`src/rtl/irq_dist.sv`:
```
module irq_dist #(
  parameter int NUM_SRC = 16
) (
  input  logic               clk,
  input  logic               rst_n,
  input  logic [NUM_SRC-1:0] irq_in,
  input  logic               cfg_we,
  input  logic [1:0]         cfg_kind,
  input  logic [7:0]         cfg_idx,
  input  logic [8:0]         cfg_wdata,
  input  logic [3:0]         cpu_ack,
  input  logic [3:0]         cpu_eoi,
  input  logic [39:0]        cpu_eoi_id,
  output logic [3:0]         cpu_irq,
  output logic [39:0]        cpu_ack_id
);
  localparam int CPUS = 4;
  localparam int IDW  = 10;
  localparam int PW   = 4;
  localparam int NIPI = 16;
  localparam int SW   = NUM_SRC > 1 ? $clog2(NUM_SRC) : 1;
  localparam logic [IDW-1:0] SPUR = 10'd1023;
  localparam logic [PW-1:0]  IPI_PRIO = '0;

  typedef enum logic [1:0] {S_IDLE = 2'd0, S_PEND = 2'd1, S_ACT = 2'd2} st_t;

  st_t [NUM_SRC-1:0]             st;
  logic [NUM_SRC-1:0][PW-1:0]    prio;
  logic [NUM_SRC-1:0][CPUS-1:0]  tgt;
  logic [NUM_SRC-1:0]            src_en;
  logic [NUM_SRC-1:0]            irq_q;
  logic [CPUS-1:0][PW-1:0]       pmask;
  logic [CPUS-1:0]               cpu_en;
  logic [CPUS-1:0][NIPI-1:0]     ipi_pend;

  logic [CPUS-1:0]               found, pres, pres_hw, grant;
  logic [CPUS-1:0][PW-1:0]       pres_prio;
  logic [CPUS-1:0][IDW-1:0]      pres_id;
  logic [CPUS-1:0][SW-1:0]       pres_src;
  logic [NUM_SRC-1:0]            claim;

  always_comb begin
    for (int c = 0; c < CPUS; c++) begin
      found[c]     = 1'b0;
      pres_prio[c] = '1;
      pres_id[c]   = SPUR;
      pres_hw[c]   = 1'b0;
      pres_src[c]  = '0;
      for (int i = 0; i < NIPI; i++)
        if (ipi_pend[c][i] && (!found[c] || IPI_PRIO < pres_prio[c])) begin
          found[c]     = 1'b1;
          pres_prio[c] = IPI_PRIO;
          pres_id[c]   = IDW'(i);
        end
      for (int s = 0; s < NUM_SRC; s++)
        if (src_en[s] && st[s] == S_PEND && tgt[s][c] &&
            (!found[c] || prio[s] < pres_prio[c])) begin
          found[c]     = 1'b1;
          pres_prio[c] = prio[s];
          pres_id[c]   = IDW'(s + NIPI);
          pres_hw[c]   = 1'b1;
          pres_src[c]  = SW'(s);
        end
      pres[c] = found[c] && cpu_en[c] && (pres_prio[c] < pmask[c]);
    end
  end

  assign cpu_irq = pres;

  always_comb begin
    claim = '0;
    grant = '0;
    for (int c = 0; c < CPUS; c++)
      if (cpu_ack[c] && pres[c]) begin
        if (!pres_hw[c]) grant[c] = 1'b1;
        else if (!claim[pres_src[c]]) begin
          grant[c] = 1'b1;
          claim[pres_src[c]] = 1'b1;
        end
      end
  end

  always_ff @(posedge clk) begin
    if (!rst_n) begin
      st         <= {NUM_SRC{S_IDLE}};
      prio       <= '0;
      tgt        <= '0;
      src_en     <= '0;
      irq_q      <= '0;
      pmask      <= '0;
      cpu_en     <= '0;
      ipi_pend   <= '0;
      cpu_ack_id <= {CPUS{SPUR}};
    end else begin
      irq_q <= irq_in;
      if (cfg_we && cfg_kind == 2'd0)
        for (int s = 0; s < NUM_SRC; s++)
          if (cfg_idx == 8'(s)) begin
            prio[s]   <= cfg_wdata[3:0];
            tgt[s]    <= cfg_wdata[7:4];
            src_en[s] <= cfg_wdata[8];
          end
      if (cfg_we && cfg_kind == 2'd1)
        for (int c = 0; c < CPUS; c++)
          if (cfg_idx == 8'(c)) begin
            pmask[c]  <= cfg_wdata[3:0];
            cpu_en[c] <= cfg_wdata[4];
          end
      for (int s = 0; s < NUM_SRC; s++)
        if (irq_in[s] && !irq_q[s] && src_en[s] && st[s] == S_IDLE)
          st[s] <= S_PEND;
      for (int c = 0; c < CPUS; c++) begin
        if (cpu_ack[c])
          cpu_ack_id[c*IDW +: IDW] <= grant[c] ? pres_id[c] : SPUR;
        if (grant[c]) begin
          if (pres_hw[c]) st[pres_src[c]] <= S_ACT;
          else ipi_pend[c][pres_id[c][3:0]] <= 1'b0;
        end
        for (int s = 0; s < NUM_SRC; s++)
          if (cpu_eoi[c] && cpu_eoi_id[c*IDW +: IDW] == IDW'(s + NIPI) &&
              st[s] == S_ACT)
            st[s] <= S_IDLE;
      end
      if (cfg_we && cfg_kind == 2'd2)
        for (int c = 0; c < CPUS; c++)
          if (cfg_wdata[4+c]) ipi_pend[c][cfg_wdata[3:0]] <= 1'b1;
    end
  end
endmodule

```
`config.mk`:
```
export PLATFORM = sky130hd
export DESIGN_NAME = irq_dist
export DESIGN_NICKNAME = d
export VERILOG_FILES = /design/src/rtl/irq_dist.sv
export SDC_FILE = /design/constraint.sdc
export NUM_CORES = 1
export LEC_CHECK = 0
export ABC_AREA = 1
export BUFFER_PORTS_ARGS = -buffer_cell sky130_fd_sc_hd__buf_2
export CAP_MARGIN = 20
export CELL_PAD_IN_SITES_DETAIL_PLACEMENT = 1
export CELL_PAD_IN_SITES_GLOBAL_PLACEMENT = 1
export CORE_UTILIZATION = 35
export CTS_CLUSTER_DIAMETER = 60
export DETAILED_ROUTE_END_ITERATION = 10
export PLACE_DENSITY_LB_ADDON = 0.1
export REMOVE_ABC_BUFFERS = 1
export SYNTH_ARGS = -nofsm -noshare
export SYNTH_HDL_FRONTEND = slang
export SYNTH_SLANG_ARGS = --single-unit
```
`constraint.sdc`:
```
create_clock -name clk -period 27.6 [get_ports clk]
set_clock_uncertainty 0.05 [all_clocks]
set_input_delay 6.9 -clock clk [delete_from_list [all_inputs] [get_ports clk]]
set_output_delay 6.9 -clock clk [all_outputs]
set_load 0.01 [all_outputs]
```
==> results of run 1 <==
==> cell families (layout without fill, tap and decap cells) <==
group / Yosys count / count (layout) / share of synthesized area, %
AOI/OAI and AO/OA: 940 / 940 / 19.8
and+or+nand+nor: 2103 / 2103 / 35.8
adders and majority gates: 186 / 186 / 8.91
buffers and inverters: 782 / 990 / 12.5
DFF: 300 / 300 / 23.0
==> final cells by class <==
type	count	area, sq um	share of cell area [%]
Clock inverter	25	254	0.847
Multi-Input combinational cell	3229	17200	57.5
Inverter	668	2520	8.40
Sequential cell	300	6010	20.0
Clock buffer	56	1260	4.20
Tap cell	959	1200	4.00
Timing Repair Buffer	241	1500	5.01
==> sequential cells by signal (all words and copies together) (netlist names) <==
signal	count
prio	64
cpu_ack_id	24
pmask	16
irq_q	16
src_en	16
ipi_pend	64
tgt	64
st	32
cpu_en	4
==> per-stage QoR <==
step                cells  instance area, sq um  power, mW
CTS                  5464                 29500       1.16
global route         5478                 30000       1.19
detailed placement   5382                 27900      0.569
floorplan            4197                 25400      0.513
finish               5478                 30000       1.15
global placement     5380                 27900      0.567
==> cell usage after synthesis (3+ instances only) <==
cell type	number
nand2_1	1206
ha_1	186
dfxtp_1	300
a31oi_1	19
a41oi_1	8
nand4_4	3
a211oi_1	22
o21ai_2	12
nand3_1	263
a21oi_1	339
a21boi_1	5
buf_4	20
o21bai_1	11
buf_6	7
dlygate4sd3_1	3
o21ai_0	395
o31ai_1	28
nor2_2	15
nand3_2	18
nor3_1	49
inv_1	637
o211ai_1	13
nand4_2	12
clkbuf_8	13
o21ai_1	43
nor2_1	320
clkinv_1	9
nand3b_1	9
inv_2	21
nand2_2	103
o41ai_1	9
nand2_4	28
nor2_4	8
o2111ai_1	8
clkbuf_1	60
a21oi_2	9
nor4_1	14
buf_2	8
nand4_1	47
==> timing repair <==
item	CTS	global route
resized for setup	15	224
setup buffers	1	6
pin swaps	0	8
endpoints found under the hold margin	0	0
setup endpoints to repair	3	4
==> placed cells by master (no fill, tap or decap), drive strengths merged, types with 11 or more instances in the layout <==
cell type	instances
a211oi	22
a21oi	348
a31oi	20
buf	240
clkbuf	57
clkinv	25
dfxtp	300
ha	186
inv	659
nand2	1337
nand3	281
nand4	62
nor2	343
nor3	51
nor4	14
o211ai	13
o21ai	450
o21bai	11
o31ai	29
==> critical path, delay by kind of cell (launching register included) <==
family	cells	cell delay [ns]
AOI/OAI and AO/OA	35	4.97
and+or+nand+nor	75	7.33
buffers and inverters	6	0.54
DFF	1	0.31
adders and majority gates	17	5.10
==> metal layers <==
| layer | up-vias | global-route usage, % | wire length (microns) |
|---|---|---|---|
| met4 | 0 | 6.92 | 2620 |
| met1 | 14100 | 41.0 | 53800 |
| met3 | 133 | 2.67 | 4630 |
| met2 | 569 | 48.8 | 52500 |
| li1 | 14400 | - | - |
| met5 | - | 0 | 0 |
==> final timing paths <==
kind	from	to	slack, ns	cells past startpoint
worst min register to register	ipi_pend[51]$_SDFF_PN0_	ipi_pend[51]$_SDFF_PN0_	0.41	2
worst max register to register	ipi_pend[0]$_SDFF_PN0_	st[0]$_SDFF_PP0_	6.53	171
worst min-delay path	ipi_pend[51]$_SDFF_PN0_	ipi_pend[51]$_SDFF_PN0_	0.41	2
worst max-delay path	ipi_pend[48]$_SDFF_PN0_	cpu_irq[3]	1.84	133
==> power by group through the flow <==
stage                     registers [mW]  logic (mW)  clock network [mW]
after floorplan                    0.449      0.0648                   0
after global placement             0.448       0.118                   0
after detailed placement           0.448       0.120                   0
after CTS                          0.439       0.121               0.602
after global routing               0.439       0.139               0.616
final                              0.439       0.125               0.590
==> results.toml, run 1 <==
[setup_path]
crit_required_ns = 20.65
cp_max_fo = 14
cp-end-kind = "primary output"
start_kind = "register"
slowest_stage = "ha_1"
crit_type = "register to primary output"
path_common_cell = "nand2_1"
timing.critical_path.slowest_cell_delay_ns = 0.33
worst-endpoint-arrival_ns = 18.81

[detailed_routing]
wl_per_cell_microns = 20.7
drc = 6
wirelength_mm = 114
drt_iter0_drc = 1861
via_per_inst = 5.33
via_count = 29200
ant_nets = 0
drt_pass1_iterations = 8

[logic_synthesis]
ys_warn_count = 0
synth_area_leaders = "dfxtp_1 23%, nand2_1 17%, inv_1 9.2%"
synth_cells = 4311
synth_area_sq_um = 26100
yosys_most_used_dff = "dfxtp_1"
synth_edf_count = 0
seq_area_frac_synth_pct = 23.0
synth_top_area_share_pct = 23.0
ys_async_sr_fraction_pct = 0
avgSynthCellArea_sq_um = 6.06
ys_types = 62
ys_ff_latch = 300
synth_top_area_cell = "dfxtp_1"

[pwr]
power.net_switching_mw = 0.326
cellLeakagePower_nw = 16.3
seqPwrFrac_pct = 38.0
p_int_mw = 0.829
p_comb_share_pct = 10.9
clkPwrFrac_pct = 51.1
p_per_area_nw_per_um2 = 38.5
ir_drop_uv = 40.5
swShare_pct = 28.2

[placement]
dp_hpwl_mm = 90.0
place_ws_ns = 0.0739
place_congestion = 0.977
io_buffers = 129

[cells_and_area]
fill_cells = 9901
layout-drive-gt1-share_pct = 14.0
n_antenna_cell = 0
syn2layout_area_growth_pct = 14.8
utilization_pct = 40.9
nets = 4757

[sta]
setup_slack_ns = 1.84
fin_hold_ws_ns = 0.413
hold_viol_final = 0
fin_tns_setup_ns = 0
rsz0062_at_grt = "true"
setup_viol = 0
fmax_mhz = 38.8
slew-limit-headroom_pct = 25.5
finalCritPeriodShare_pct = 93.3
drv_slew = 0
period_minus_slack_ns = 25.76
worst_pin_slew_ns = 1.11

[clock_tree]
cts_root_buffer = "clkbuf_16"
cts.sinks = 300
clk_latency_ns = 0.60
cts_buffer_depth = 3
ctsHoldBuffers = 0
cts_tree = "yes"
ctsHtreeMaxLevel = 2
path_clk_slew_ns = 0.06
cts_buffers = 45

[floorplan]
die-area_sq_um = 75700
start_util_pct = 35.6
die_h_microns = 275
dieWidth_microns = 275
core_area_sq_um = 73300
ios = 130
num_rows = 99

[global_route]
track_usage_pct = 29.5
grt_pass1_vias = 28200
grt_pass1_wl_mm = 170
antenna_found_initial = 0
grt_overflow_total = 0
grt_max_degree = 87

[run]
drv_cap = 0

[outcome]
violations = "DRC"
status = "finished, violations left"

[worst_hold_path]
hold_class = "register to register"
(Power assumes the default switching activity.)
==> inputs of run 2 (changes only) <==
--- a/config.mk
+++ b/config.mk
@@ -11,6 +11,7 @@
 export CELL_PAD_IN_SITES_DETAIL_PLACEMENT = 1
 export CELL_PAD_IN_SITES_GLOBAL_PLACEMENT = 1
 export CORE_UTILIZATION = 35
+export CTS_BUF_LIST = sky130_fd_sc_hd__clkbuf_16
 export CTS_CLUSTER_DIAMETER = 60
 export DETAILED_ROUTE_END_ITERATION = 10
 export PLACE_DENSITY_LB_ADDON = 0.1
==> results.toml, run 2 (synthesis results as in run 1) <==
[cells_and_area]
n_antenna_cell = 0
final_cell_mix = "1194 x nand2_1, 630 x inv_1, 339 x a21oi_1"
fill_cells = 9913
syn2layout_area_growth_pct = 14.6
layout-drive-gt1-share_pct = 13.9
final_common_cell = "nand2_1"
reg_top3 = "ipi_pend (64), prio (64), tgt (64)"
instances_no_fill = 5478
nets = 4757

[sta]
fmax_mhz = 38.8
setup_slack_ns = 1.84
drv_slew = 0
setup_viol = 0
rsz0062_at_grt = "true"
finalCritPeriodShare_pct = 93.3
hold_viol_final = 0
fin_hold_ws_ns = 0.412
slew-limit-headroom_pct = 22.7
worst_pin_slew_ns = 1.15
period_minus_slack_ns = 25.76

[placement]
place_congestion = 0.977
place_ws_ns = 0.0739
io_buffers = 129
dp.cells = 5382
dp_hpwl_mm = 90.0

[run]
drv_cap = 0

[floorplan]
core_area_sq_um = 73300
ios = 130
dieWidth_microns = 275
die-area_sq_um = 75700
num_rows = 99
die_h_microns = 275
start_util_pct = 35.6

[setup_path]
cp-end-kind = "primary output"
r2r_slack_ns = 6.56
start_kind = "register"
slowest_stage = "ha_1"
r2r-end = "st[0]$_SDFF_PP0_"
worst_r2r_startpoint = "ipi_pend[0]$_SDFF_PN0_"
path_common_cell = "nand2_1"
timing.critical_path.slowest_cell_delay_ns = 0.33
r2r_cells = 171
crit_family = "simple AND/OR/NAND/NOR gates"
cp_max_fo = 14
worst-endpoint-arrival_ns = 18.81
crit_required_ns = 20.65
crit_buf_inv = 6
crit_type = "register to primary output"

[clock_tree]
clk_latency_ns = 0.59
cts_tree = "yes"
cts_buffers = 45
cts_root_buffer = "clkbuf_16"
cts_buffer_depth = 3
ctsHtreeMaxLevel = 2
cts.sinks = 300
path_clk_slew_ns = 0.05

[detailed_routing]
wl_met3_mm = 4.91
via_count = 29100
top_layer_used = "met4"
drc = 6
ant_nets = 0
wl_met2_mm = 52.4
drt_pass1_iterations = 8
wl_per_cell_microns = 20.7
via_per_inst = 5.31
wirelength_mm = 113
wl_met1_mm = 53.3
drt_iter0_drc = 1835

[pwr]
p_per_area_nw_per_um2 = 37.8
ir_drop_uv = 37.4
cellLeakagePower_nw = 16.2
power_mw = 1.13

[global_route]
grt_max_degree = 87
grt_pass1_vias = 28200
track_usage_pct = 29.5
grt_pass1_wl_mm = 171
grt_overflow_total = 0
antenna_found_initial = 0

[outcome]
status = "finished, violations left"
violations = "DRC"

[worst_hold_path]
holdCritStartpoint = "ipi_pend[51]$_SDFF_PN0_"
hold_path_depth = 2
hold_class = "register to register"
worstHoldEndpoint = "ipi_pend[51]$_SDFF_PN0_"
run 2: area by class of cell:
| class | instances | area [sq um] | area share (%) |
|---|---|---|---|
| multi-input cells | 3229 | 17200 | 57.6 |
| flip-flops and latches | 300 | 6010 | 20.1 |
| inverters | 668 | 2520 | 8.42 |
| repair buffers | 241 | 1500 | 5.02 |
| well taps | 959 | 1200 | 4.01 |
| clock buffers | 46 | 1150 | 3.85 |
| clock inverters | 35 | 292 | 0.975 |
run 2: power breakdown:
group	internal, mW	switching (mW)
registers	0.437	0.00244
logic	0.0389	0.0861
clock network	0.333	0.235
run 2: worst min-delay path: cells and delay by family (launching register included):
kind	cells	cell delay, ns
AOI/OAI and AO/OA	1	0.05
DFF	1	0.31
and+or+nand+nor	1	0.06
run 2: worst max path at each step:
stage / depth (start not counted) / endpoint / startpoint / slack, ns
global placement: 132 / cpu_irq[3] / ipi_pend[48]$_SDFF_PN0_ / 0.39
detailed placement: 131 / cpu_irq[3] / ipi_pend[48]$_SDFF_PN0_ / 0.07
finish: 134 / cpu_irq[3] / ipi_pend[48]$_SDFF_PN0_ / 1.84
floorplan: 122 / cpu_irq[3] / ipi_pend[48]$_SDFF_PN0_ / 4.22
global route: 146 / cpu_irq[3] / ipi_pend[50]$_SDFF_PN0_ / -0.20
CTS: 145 / cpu_irq[1] / ipi_pend[16]$_SDFF_PN0_ / 0.04
run 2: metal layers:
| metal | global-route usage, % | up-vias |
|---|---|---|
| li1 | - | 14400 |
| met1 | 41.0 | 14000 |
| met2 | 48.8 | 568 |
| met3 | 2.67 | 134 |
| met4 | 6.91 | 0 |
| met5 | 0 | - |
run 2: repair_timing:
item                                    4_1_cts  5_1_grt
gates resized for setup                      15      224
buffers inserted                              1        6
hold buffers                                  0        0
hold endpoints to repair                      0        0
endpoints found under the setup margin        3        4
pin swaps                                     0        8
run 2: through the flow:
step / util (%) / instance area, sq um / setup TNS (ns)
2_1_floorplan: - / 25400 / 0
3_3_place_gp: 38.1 / 27900 / 0
4_1_cts: 40.1 / 29400 / 0
5_1_grt: 40.8 / 29900 / -0.229
6_report: 40.8 / 29900 / 0
3_5_place_dp: 38.1 / 27900 / 0
